**config.mk**
```make
export PLATFORM = sky130hd
export DESIGN_NAME = regseq_engine
export DESIGN_NICKNAME = d
export VERILOG_FILES = /design/src/rtl/regseq_pkg.sv /design/src/rtl/regseq_tick.sv /design/src/rtl/regseq_waitcnt.sv /design/src/rtl/regseq_filter.sv /design/src/rtl/regseq_ctrl.sv /design/src/rtl/regseq_engine.sv
export SDC_FILE = /design/constraint.sdc
export NUM_CORES = 1
export LEC_CHECK = 0
export CAP_MARGIN = 20
export CORE_ASPECT_RATIO = 1.5
export CORE_MARGIN = 5
export CORE_UTILIZATION = 52
export CTS_CLUSTER_SIZE = 30
export DETAILED_ROUTE_END_ITERATION = 8
export GPL_ROUTABILITY_DRIVEN = 1
export PLACE_DENSITY_LB_ADDON = 0.3
export SLEW_MARGIN = 0
export SYNTH_ARGS = -nofsm -noshare
export SYNTH_HDL_FRONTEND = slang
export SYNTH_SLANG_ARGS = --single-unit
export TNS_END_PERCENT = 50
```
**constraint.sdc**
```tcl
create_clock -name clk -period 2.6 [get_ports clk]
set_input_delay 0.26 -clock clk [delete_from_list [all_inputs] [get_ports clk]]
set_output_delay 0.26 -clock clk [all_outputs]
set_load 0.01 [all_outputs]
```
**src/rtl/regseq_pkg.sv**
```systemverilog
package regseq_pkg;

    localparam int ENTRY_W = 56;
    localparam int REV_W   = 3;
    localparam int INTF_W  = 2;

    typedef struct packed {
        logic [15:0] offset;
        logic [7:0]  rev_m;
        logic [3:0]  fab_m;
        logic [3:0]  intf_m;
        logic [3:0]  space;
        logic [3:0]  cmd;
        logic [7:0]  mask;
        logic [7:0]  value;
    } entry_t;

    typedef enum logic [3:0] {
        OP_READ  = 4'd0,
        OP_WRITE = 4'd1,
        OP_POLL  = 4'd2,
        OP_WAIT  = 4'd3,
        OP_END   = 4'd4
    } op_e;

    typedef enum logic [2:0] {
        ST_IDLE,
        ST_FETCH,
        ST_DECODE,
        ST_RD,
        ST_WR,
        ST_WAIT,
        ST_GAP,
        ST_FIN
    } state_e;

    function automatic logic [7:0] merge_bits(input logic [7:0] old,
                                              input logic [7:0] mask,
                                              input logic [7:0] val);
        return (old & ~mask) | (val & mask);
    endfunction

    function automatic logic masked_eq(input logic [7:0] a,
                                       input logic [7:0] b,
                                       input logic [7:0] mask);
        return (a & mask) == (b & mask);
    endfunction

endpackage

```
**src/rtl/regseq_tick.sv**
```systemverilog
// Microsecond and millisecond tick generator; clr restarts both phases.
module regseq_tick #(
    parameter int CLK_PER_US = 100,
    parameter int US_PER_MS  = 1000
) (
    input  logic clk,
    input  logic rst,
    input  logic clr,
    output logic us_tick,
    output logic ms_tick
);
    localparam int CW = $clog2(CLK_PER_US + 1);
    localparam int UW = $clog2(US_PER_MS + 1);

    logic [CW-1:0] cyc;
    logic [UW-1:0] usc;

    assign us_tick = !clr && (cyc == CW'(CLK_PER_US - 1));
    assign ms_tick = us_tick && (usc == UW'(US_PER_MS - 1));

    always_ff @(posedge clk) begin
        if (rst || clr) begin
            cyc <= '0;
            usc <= '0;
        end else begin
            if (us_tick) begin
                cyc <= '0;
                usc <= ms_tick ? '0 : usc + 1'b1;
            end else begin
                cyc <= cyc + 1'b1;
            end
        end
    end
endmodule

```
**src/rtl/regseq_waitcnt.sv**
```systemverilog
// Countdown in microsecond or millisecond units; pulses expired on the last tick.
module regseq_waitcnt (
    input  logic        clk,
    input  logic        rst,
    input  logic        load,
    input  logic [15:0] load_val,
    input  logic        load_ms,
    input  logic        us_tick,
    input  logic        ms_tick,
    output logic        expired
);
    logic [15:0] cnt;
    logic        run;
    logic        use_ms;
    logic        tick;

    assign tick    = use_ms ? ms_tick : us_tick;
    assign expired = run && tick && (cnt == 16'd1);

    always_ff @(posedge clk) begin
        if (rst) begin
            cnt    <= '0;
            run    <= 1'b0;
            use_ms <= 1'b0;
        end else if (load) begin
            cnt    <= load_val;
            run    <= (load_val != 16'd0);
            use_ms <= load_ms;
        end else if (run && tick) begin
            cnt <= cnt - 1'b1;
            if (cnt == 16'd1) run <= 1'b0;
        end
    end
endmodule

```
**src/rtl/regseq_filter.sv**
```systemverilog
// Decides whether an entry applies to the present silicon configuration.
module regseq_filter
    import regseq_pkg::*;
(
    input  logic [7:0]        rev_m,
    input  logic [3:0]        fab_m,
    input  logic [3:0]        intf_m,
    input  logic [REV_W-1:0]  cfg_rev,
    input  logic              cfg_fab,
    input  logic [INTF_W-1:0] cfg_intf,
    output logic              hit
);
    always_comb begin
        hit = rev_m[cfg_rev] && fab_m[{1'b0, cfg_fab}] && intf_m[cfg_intf];
    end
endmodule

```
**src/rtl/regseq_ctrl.sv**
```systemverilog
// Fetch / decode / execute sequencer.
module regseq_ctrl
    import regseq_pkg::*;
#(
    parameter int IDX_W       = 6,
    parameter int POLL_TRIES  = 5000,
    parameter int POLL_GAP_US = 10
) (
    input  logic             clk,
    input  logic             rst,
    input  logic             start,
    input  entry_t           fetched,
    input  logic             hit,
    input  logic             expired,
    input  logic [7:0]       rdata,
    input  logic             ack,
    output entry_t           ent,
    output logic [IDX_W-1:0] idx,
    output logic             wait_load,
    output logic [15:0]      wait_val,
    output logic             wait_ms,
    output logic             req,
    output logic             we,
    output logic [3:0]       space,
    output logic [15:0]      addr,
    output logic [7:0]       wdata,
    output logic [7:0]       rd_value,
    output logic             busy,
    output logic             done,
    output logic             pass,
    output logic             fail
);
    localparam int TW = $clog2(POLL_TRIES + 1);

    state_e        state;
    logic [TW-1:0] tries;
    logic          poll_hit;
    logic          last_try;
    logic          is_op;

    assign poll_hit = masked_eq(rdata, ent.value, ent.mask);
    assign last_try = (tries == TW'(POLL_TRIES - 1));
    assign is_op    = (ent.cmd == OP_READ) || (ent.cmd == OP_WRITE) || (ent.cmd == OP_POLL);

    always_comb begin
        wait_load = 1'b0;
        wait_val  = 16'(POLL_GAP_US);
        wait_ms   = 1'b0;
        if (state == ST_DECODE) begin
            wait_val  = ent.offset;
            wait_ms   = ent.value[0];
            wait_load = hit && (ent.cmd == OP_WAIT) && (ent.offset != 16'd0);
        end else if (state == ST_RD) begin
            wait_load = ack && (ent.cmd == OP_POLL) && !poll_hit && !last_try;
        end
    end

    assign req   = (state == ST_RD) || (state == ST_WR);
    assign we    = (state == ST_WR);
    assign space = ent.space;
    assign addr  = ent.offset;
    assign busy  = (state != ST_IDLE) && (state != ST_FIN);

    always_ff @(posedge clk) begin
        if (rst) begin
            state    <= ST_IDLE;
            idx      <= '0;
            ent      <= '0;
            tries    <= '0;
            wdata    <= '0;
            rd_value <= '0;
            done     <= 1'b0;
            pass     <= 1'b0;
            fail     <= 1'b0;
        end else begin
            case (state)
                ST_IDLE, ST_FIN: begin
                    if (start) begin
                        idx   <= '0;
                        done  <= 1'b0;
                        pass  <= 1'b0;
                        fail  <= 1'b0;
                        state <= ST_FETCH;
                    end
                end
                ST_FETCH: begin
                    ent   <= fetched;
                    state <= ST_DECODE;
                end
                ST_DECODE: begin
                    if (!hit) begin
                        idx   <= idx + 1'b1;
                        state <= ST_FETCH;
                    end else if (is_op) begin
                        tries <= '0;
                        state <= ST_RD;
                    end else if (ent.cmd == OP_WAIT) begin
                        if (ent.offset == 16'd0) begin
                            idx   <= idx + 1'b1;
                            state <= ST_FETCH;
                        end else begin
                            state <= ST_WAIT;
                        end
                    end else if (ent.cmd == OP_END) begin
                        done  <= 1'b1;
                        pass  <= 1'b1;
                        state <= ST_FIN;
                    end else begin
                        idx   <= idx + 1'b1;
                        state <= ST_FETCH;
                    end
                end
                ST_RD: begin
                    if (ack) begin
                        if (ent.cmd == OP_READ) begin
                            rd_value <= rdata & ent.mask;
                            idx      <= idx + 1'b1;
                            state    <= ST_FETCH;
                        end else if (ent.cmd == OP_WRITE) begin
                            wdata <= merge_bits(rdata, ent.mask, ent.value);
                            state <= ST_WR;
                        end else if (poll_hit) begin
                            idx   <= idx + 1'b1;
                            state <= ST_FETCH;
                        end else if (last_try) begin
                            done  <= 1'b1;
                            fail  <= 1'b1;
                            state <= ST_FIN;
                        end else begin
                            tries <= tries + 1'b1;
                            state <= ST_GAP;
                        end
                    end
                end
                ST_WR: begin
                    if (ack) begin
                        idx   <= idx + 1'b1;
                        state <= ST_FETCH;
                    end
                end
                ST_WAIT: begin
                    if (expired) begin
                        idx   <= idx + 1'b1;
                        state <= ST_FETCH;
                    end
                end
                ST_GAP: begin
                    if (expired) state <= ST_RD;
                end
                default: state <= ST_IDLE;
            endcase
        end
    end
endmodule

```
**src/rtl/regseq_engine.sv**
```systemverilog
module regseq_engine
    import regseq_pkg::*;
#(
    parameter int IDX_W       = 6,
    parameter int CLK_PER_US  = 100,
    parameter int US_PER_MS   = 1000,
    parameter int POLL_TRIES  = 5000,
    parameter int POLL_GAP_US = 10
) (
    input  logic               clk,
    input  logic               rst,
    input  logic               start,
    input  logic [REV_W-1:0]   cfg_rev,
    input  logic               cfg_fab,
    input  logic [INTF_W-1:0]  cfg_intf,
    output logic [IDX_W-1:0]   tbl_idx,
    input  logic [ENTRY_W-1:0] tbl_data,
    output logic               bus_req,
    output logic               bus_we,
    output logic [3:0]         bus_space,
    output logic [15:0]        bus_addr,
    output logic [7:0]         bus_wdata,
    input  logic [7:0]         bus_rdata,
    input  logic               bus_ack,
    output logic [7:0]         rd_value,
    output logic               busy,
    output logic               done,
    output logic               pass,
    output logic               fail
);
    entry_t      fetched;
    entry_t      ent;
    logic        hit;
    logic        us_tick;
    logic        ms_tick;
    logic        expired;
    logic        wait_load;
    logic [15:0] wait_val;
    logic        wait_ms;

    assign fetched = entry_t'(tbl_data);

    regseq_tick #(.CLK_PER_US(CLK_PER_US), .US_PER_MS(US_PER_MS)) u_tick (
        .clk(clk), .rst(rst), .clr(wait_load),
        .us_tick(us_tick), .ms_tick(ms_tick)
    );

    regseq_waitcnt u_wait (
        .clk(clk), .rst(rst), .load(wait_load), .load_val(wait_val),
        .load_ms(wait_ms), .us_tick(us_tick), .ms_tick(ms_tick),
        .expired(expired)
    );

    regseq_filter u_filt (
        .rev_m(ent.rev_m), .fab_m(ent.fab_m), .intf_m(ent.intf_m),
        .cfg_rev(cfg_rev), .cfg_fab(cfg_fab), .cfg_intf(cfg_intf),
        .hit(hit)
    );

    regseq_ctrl #(.IDX_W(IDX_W), .POLL_TRIES(POLL_TRIES), .POLL_GAP_US(POLL_GAP_US)) u_ctrl (
        .clk(clk), .rst(rst), .start(start), .fetched(fetched), .hit(hit),
        .expired(expired), .rdata(bus_rdata), .ack(bus_ack), .ent(ent),
        .idx(tbl_idx), .wait_load(wait_load), .wait_val(wait_val), .wait_ms(wait_ms),
        .req(bus_req), .we(bus_we), .space(bus_space), .addr(bus_addr),
        .wdata(bus_wdata), .rd_value(rd_value), .busy(busy), .done(done),
        .pass(pass), .fail(fail)
    );
endmodule

```
* Word level (Yosys, flattened, before mapping)
Cells that the tools add are included.
** Word-level totals
- Register bits after elaboration :: 130
- Input bits :: 74
- Word-level logic and storage cells :: 181
** Cells by class
- $add $sub $neg :: 5
- Order comparisons :: 3
- Eq/ne operators :: 37
- Muxes and demuxes :: 66
- Bitwise gates (word level) :: 6
- Reductions and logical operators :: 43
** Operators with widths (count)
- $mux W13 :: 7
- $mux W6 :: 12
- $mux W16 :: 3
- $mux W3 :: 13
- $reduce_bool A16 Y1 :: 2
- $pmux W6 S5 :: 1
- $pmux W13 S2 :: 1
- $and A8 B8 Y8 :: 3
- $mux W1 :: 22
- $ne A2 B2 Y1 const B :: 11
- $pmux W3 S7 :: 1
- $eq A16 B1 Y1 const B :: 1
- $logic_not A16 Y1 :: 1
- $sub A16 B1 Y16 const B :: 1
- $add A13 B1 Y13 const B :: 1
- $eq A13 B13 Y1 const B :: 1
- $eq A3 B3 Y1 const B :: 4
- $logic_and A1 B1 Y1 :: 12
- $reduce_and A11 Y1 :: 1
- $add A10 B1 Y10 const B :: 1
- $eq A10 B10 Y1 const B :: 1
- $mux W10 :: 1
- $reduce_and A10 Y1 :: 1
- $reduce_bool A2 Y1 :: 5
- other kinds (38) :: 53

* Logic depth before layout (Yosys ltp)
- Word-level depth :: 15
- Mapped depth :: 11
- Depth with buffers taken out :: 9

* Cells and area by module
Synthesis repeated with hierarchy kept, for this count alone.
** Unflattened totals
- Cells, all modules :: 786
- Area, all modules :: 6470.0 um2
** Modules (own cells, without submodules)
- regseq_ctrl :: instances 1, cells an instance 566, area each 4508.1 um2
- regseq_waitcnt :: instances 1, cells an instance 120, area each 1031.0 um2
- regseq_tick :: instances 1, cells an instance 89, area each 813.3 um2
- regseq_filter :: instances 1, cells an instance 11, area each 117.6 um2

* Worst setup path after synthesis
OpenSTA, ideal clock, no wires.
- Path type :: register -> register
- From :: register u_tick.usc[2]
- To :: register u_ctrl.idx[3]
- Arrival :: 2067 ps
- Setup slack :: 401 ps
- Cell stages (with the launch flop) :: 9
- Buffers on the path :: 1
- Cells stage by stage :: dfxtp_1 -> or3b_1 -> o31a_1 -> or4b_4 -> nand4b_1 -> and4_1 -> buf_6 -> mux2i_1 -> a21oi_1
** Between the ends
- Longest elaborated chain between the ends :: 7
** RTL lines
- start, declared :: RTL line regseq_tick.sv:16 : logic [UW-1:0] usc;
- start signal, assigned :: RTL line regseq_tick.sv:28 : usc <= ms_tick ? '0 : usc + 1'b1;
- $eq A10 B10 Y1 :: RTL line regseq_tick.sv:19 : assign ms_tick = us_tick && (usc == UW'(US_PER_MS - 1));
- $logic_and A1 B1 Y1 :: RTL line regseq_tick.sv:19
- $mux W1 :: RTL line regseq_waitcnt.sv:17 : assign tick = use_ms ? ms_tick : us_tick;
- $logic_and A1 B1 Y1 (2 in series) :: RTL line regseq_waitcnt.sv:18 : assign expired = run && tick && (cnt == 16'd1);
- $ne A2 B2 Y1 (no line)
- $reduce_and A10 Y1 (no line)
- end signal, assigned :: RTL line regseq_ctrl.sv:92 : idx <= idx + 1'b1;
- end signal, assigned :: RTL line regseq_ctrl.sv:99 : idx <= idx + 1'b1;
- end signal, assigned :: RTL line regseq_ctrl.sv:109 : idx <= idx + 1'b1;
- end, declared :: RTL line regseq_ctrl.sv:18 : output logic [IDX_W-1:0] idx,
Every way passes these cells.
A chain may end at the register's enable or synchronous reset.

* Worst setup path after layout
Same ends and word-level chain as after synthesis.

==> results.md <==
- GRT met3 Usage: 0.0616
- Global-route wire length before repair: just under 30 mm
- Drt initial violations: around 460
- Drt via density: ~5.7
- Grt met2 use: 0.419
- Sequential Power Share: 0.342
- Fmax: 0.399 GHz
- Total gr overflow: 0
- Clock skew: ~0.012 ns
- Status: finished clean
- Ys async rst share: 0
- Initial antenna violation count: 2
- CTS Sinks: 130
- Max Slew Vio Count: 0
- Worst-Skew Late Latency: 0.43 ns
- Post-DRT Antenna Nets: 0
- I/O pins: ~120
- Worst Tran Pin Value: about 0.8 ns
- Multi-input combinational cell area: 3450 µm²
- Comb power frac: 0.337
- I/O Buffers: around 120
- Levels on crit path: 8
- Clk pin slew, worst setup/hold paths: ~0.060 ns
- Area growth, synth to finish: 31.5%
- Cts bufs inserted: 17
- Full die area: roughly 15000 µm²
- Post-Syn Area: around 6400 µm²
- Crit path time final: between 2 and 3 ns
- Final hold violations: 0
- WL/cell: between 15 and 20 µm
- Rows: between 40 and 50
- Worst Hold Margin: approximately 0.37 ns
- Net Count, Synth: slightly below 900
- Die Wd: 101 µm
- CORE AREA: between 10000 and 15000 µm²
- Fin crit share: 0.963
- Top Usage Layer GRT: met2
- #FFs+latches synth: 130
- Mapped Cells: about 800
- Commonest register cell after synthesis: dfxtp_1
- Post-synth top area share: 0.405
- Critical path capture point type: register
- Register area share after synthesis: 0.405
- Arrival @ worst endpoint: roughly 2.8 ns
- Maximum VDD drop: ~0.00074 V
- Max Root-Sink Buffers: 2
- Dominant cells by area after synthesis: dfxtp_1 (41%), nand2_1 (9.0%), a21oi_1 (7.0%)
- Internal power: between 4 and 5 mW
- Hpwl dp: between 10 and 15 mm
- # hold bufs at CTS: 0
- Die height: approximately 150 µm
- Placed inst area: around 7800 µm²
- Final WL: between 15 and 20 mm
- Drt pass-1 iters: 5
- Yosys warning total: 0
- Switch share: 0.356
- Fill cells: a little over 900
- Finished Cell Area: 8450 µm²
- Largest delay share family, worst path: simple AND/OR/NAND/NOR gates
- Net Sw Power: between 2 and 3 mW
- Number of synthesized flops with an enable pin: 0
- Crit-path max FO: 10
- Buffers and inverters on the worst path: 1
- Max Cap Violations: 0
- Cell Pwr Density: between 800 and 900 nW/µm²
- Final Setup Violations: 0
- DR vias: slightly above 6000
- Netlist cell types: between 70 and 80
- WHS Path Cells: 2
- LEAKAGE: 3.01 nW
- CP Launch Type: register
- Vias in the first global route: about 6200
- H-tree levels: 4
- GR Util met1: 0.273
- CTS tree: yes
- Fin nets: between 900 and 1000
- Overall Global Routing Usage: 0.243
- Clock power share: 0.321
- Max_slew headroom: 0.456
- Clk Tree Root Cell: clkbuf_16
- Fraction of layout cells with a size suffix above 1: 0.112
- Worst Hold Class: in -> reg
- Reg area: around 2600 µm²
- RSZ-0062 raised after global routing: false
- Crit-path max cell delay: 0.51 ns
- R2R depth: 8
- Pin count of the biggest net entering global routing: just under 80
- Gpl congestion: between 0.8 and 0.9
- Drt drc: 0
- Largest area contributor in the netlist: dfxtp_1
- Initial Util: 0.532
- Req. time, crit path: around 2.9 ns
- Crit path cell chain: or3b_1, o31a_1, or4b_4, nand4b_1, and4_1, buf_12, mux2i_1, a21oi_1
- Syn Area/Cell: 8.05 µm²
- Worst Path Class, Setup: reg -> reg
- Slowest cell on crit path: or4b_4
power groups by stage:
stage	clock network, mW	logic (mW)	registers (mW)
finish	2.42	2.54	2.58
global route	2.53	2.78	2.62
CTS	2.45	2.54	2.58
detailed placement	0	2.52	2.62
global placement	0	2.44	2.59
floorplan	0	1.67	2.51
cells in the mapped netlist (9+ instances only):
library cell	number
nand4_1	12
buf_4	20
a22oi_1	14
nor4_1	9
a21oi_1	90
inv_1	16
nand2_1	154
nor3_1	21
nand3_1	36
nor2_1	70
dfxtp_1	130
a211oi_1	9
mux2i_1	11
clkbuf_1	35
xor2_1	15
xnor2_1	21
final timing paths:
path | start | slack, ns | endpoint
max | u_tick.usc[2] | 0.1 | u_ctrl.idx[3]
min | rst | 0.37 | u_ctrl.tries[1]
max reg2reg | u_tick.usc[2] | 0.1 | u_ctrl.idx[3]
min reg2reg | u_tick.cyc[0] | 0.45 | u_tick.cyc[0]
cell families after synthesis:
kind of cell / count (synthesis) / synth area share
and+or+nand+nor: 358 / 0.264
AOI/OAI and AO/OA: 172 / 0.181
DFF: 130 / 0.405
buffers and inverters: 80 / 0.0610
xor gates and xnor gates: 36 / 0.0491
muxes: 16 / 0.0277
adders and majority gates: 6 / 0.0117
what timing repair did:
action / 4_1_cts / 5_1_grt
endpoints found under the setup margin: 0 / 7
gates resized for setup: 0 / 3
setup buffers: 0 / 0
worst reg2reg max path, stage by stage, from the launching register on:
cell and delay, ns:
dfxtp_1 0.40, or3b_1 0.37, o31a_1 0.27, or4b_4 0.51
nand4b_1 0.11, and4_1 0.26, buf_12 0.15, mux2i_1 0.21
a21oi_1 0.09
routing by layer:
layer	part of all wire	vias up	wire [µm]
met1	0.38	2910	6780
met5	0	-	0
met2	0.53	216	9300
li1	-	3024	-
met4	0.033	0	587
met3	0.059	45	1040
stage by stage:
stage / TNS [ns] / std cells / util / power (mW) / worst slack [ns]
global placement: -1.04 / 1047 / 0.649 / 5.04 / -0.101
global route: 0 / 1081 / 0.700 / 7.93 / 0.0144
CTS: 0 / 1079 / 0.698 / 7.57 / 0.0480
finish: 0 / 1081 / 0.700 / 7.54 / 0.0963
detailed placement: -2.55 / 1047 / 0.649 / 5.13 / -0.184
floorplan: 0 / 798 / - / 4.18 / 0.401
final cells by class:
type                       count  share of cell area
timing repair buffer         160               0.183
clock buffer                  18              0.0508
clock inverter                14              0.0198
inverter                      16             0.00711
antenna                        2            0.000592
sequential                   130               0.308
tap                          153              0.0226
multi-input combinational    588               0.408
state kept, by name (all words and copies together), names as in the netlist:
signal,count
u_ctrl.addr,16
u_ctrl.done,1
u_ctrl.ent,34
u_ctrl.fail,1
u_ctrl.idx,6
u_ctrl.pass,1
u_ctrl.rd_value,8
u_ctrl.space,4
u_ctrl.state,3
u_ctrl.tries,13
u_ctrl.wdata,8
u_tick.cyc,7
u_tick.usc,10
u_wait.cnt,16
u_wait.run,1
u_wait.use_ms,1
layout by cell type, fill, tap and decap left out, drive strengths merged, types with 4 or more instances in the layout:
| cell | instances |
|---|---|
| a2111oi | 5 |
| a211oi | 11 |
| a21o | 4 |
| a21oi | 91 |
| a22oi | 14 |
| a311oi | 5 |
| a31oi | 4 |
| and2 | 5 |
| and3 | 4 |
| buf | 42 |
| clkbuf | 18 |
| clkdlybuf4s50 | 118 |
| dfxtp | 130 |
| ha | 6 |
| inv | 23 |
| mux2 | 4 |
| mux2i | 11 |
| nand2 | 155 |
| nand2b | 5 |
| nand3 | 36 |
| nand3b | 5 |
| nand4 | 12 |
| nor2 | 70 |
| nor2b | 5 |
| nor3 | 22 |
| nor3b | 4 |
| nor4 | 10 |
| o21ai | 6 |
| o22ai | 5 |
| o31ai | 5 |
| or3 | 6 |
| or4 | 5 |
| or4b | 4 |
| xnor2 | 21 |
| xor2 | 15 |
Note: power is estimated with default switching activity, not from simulation.
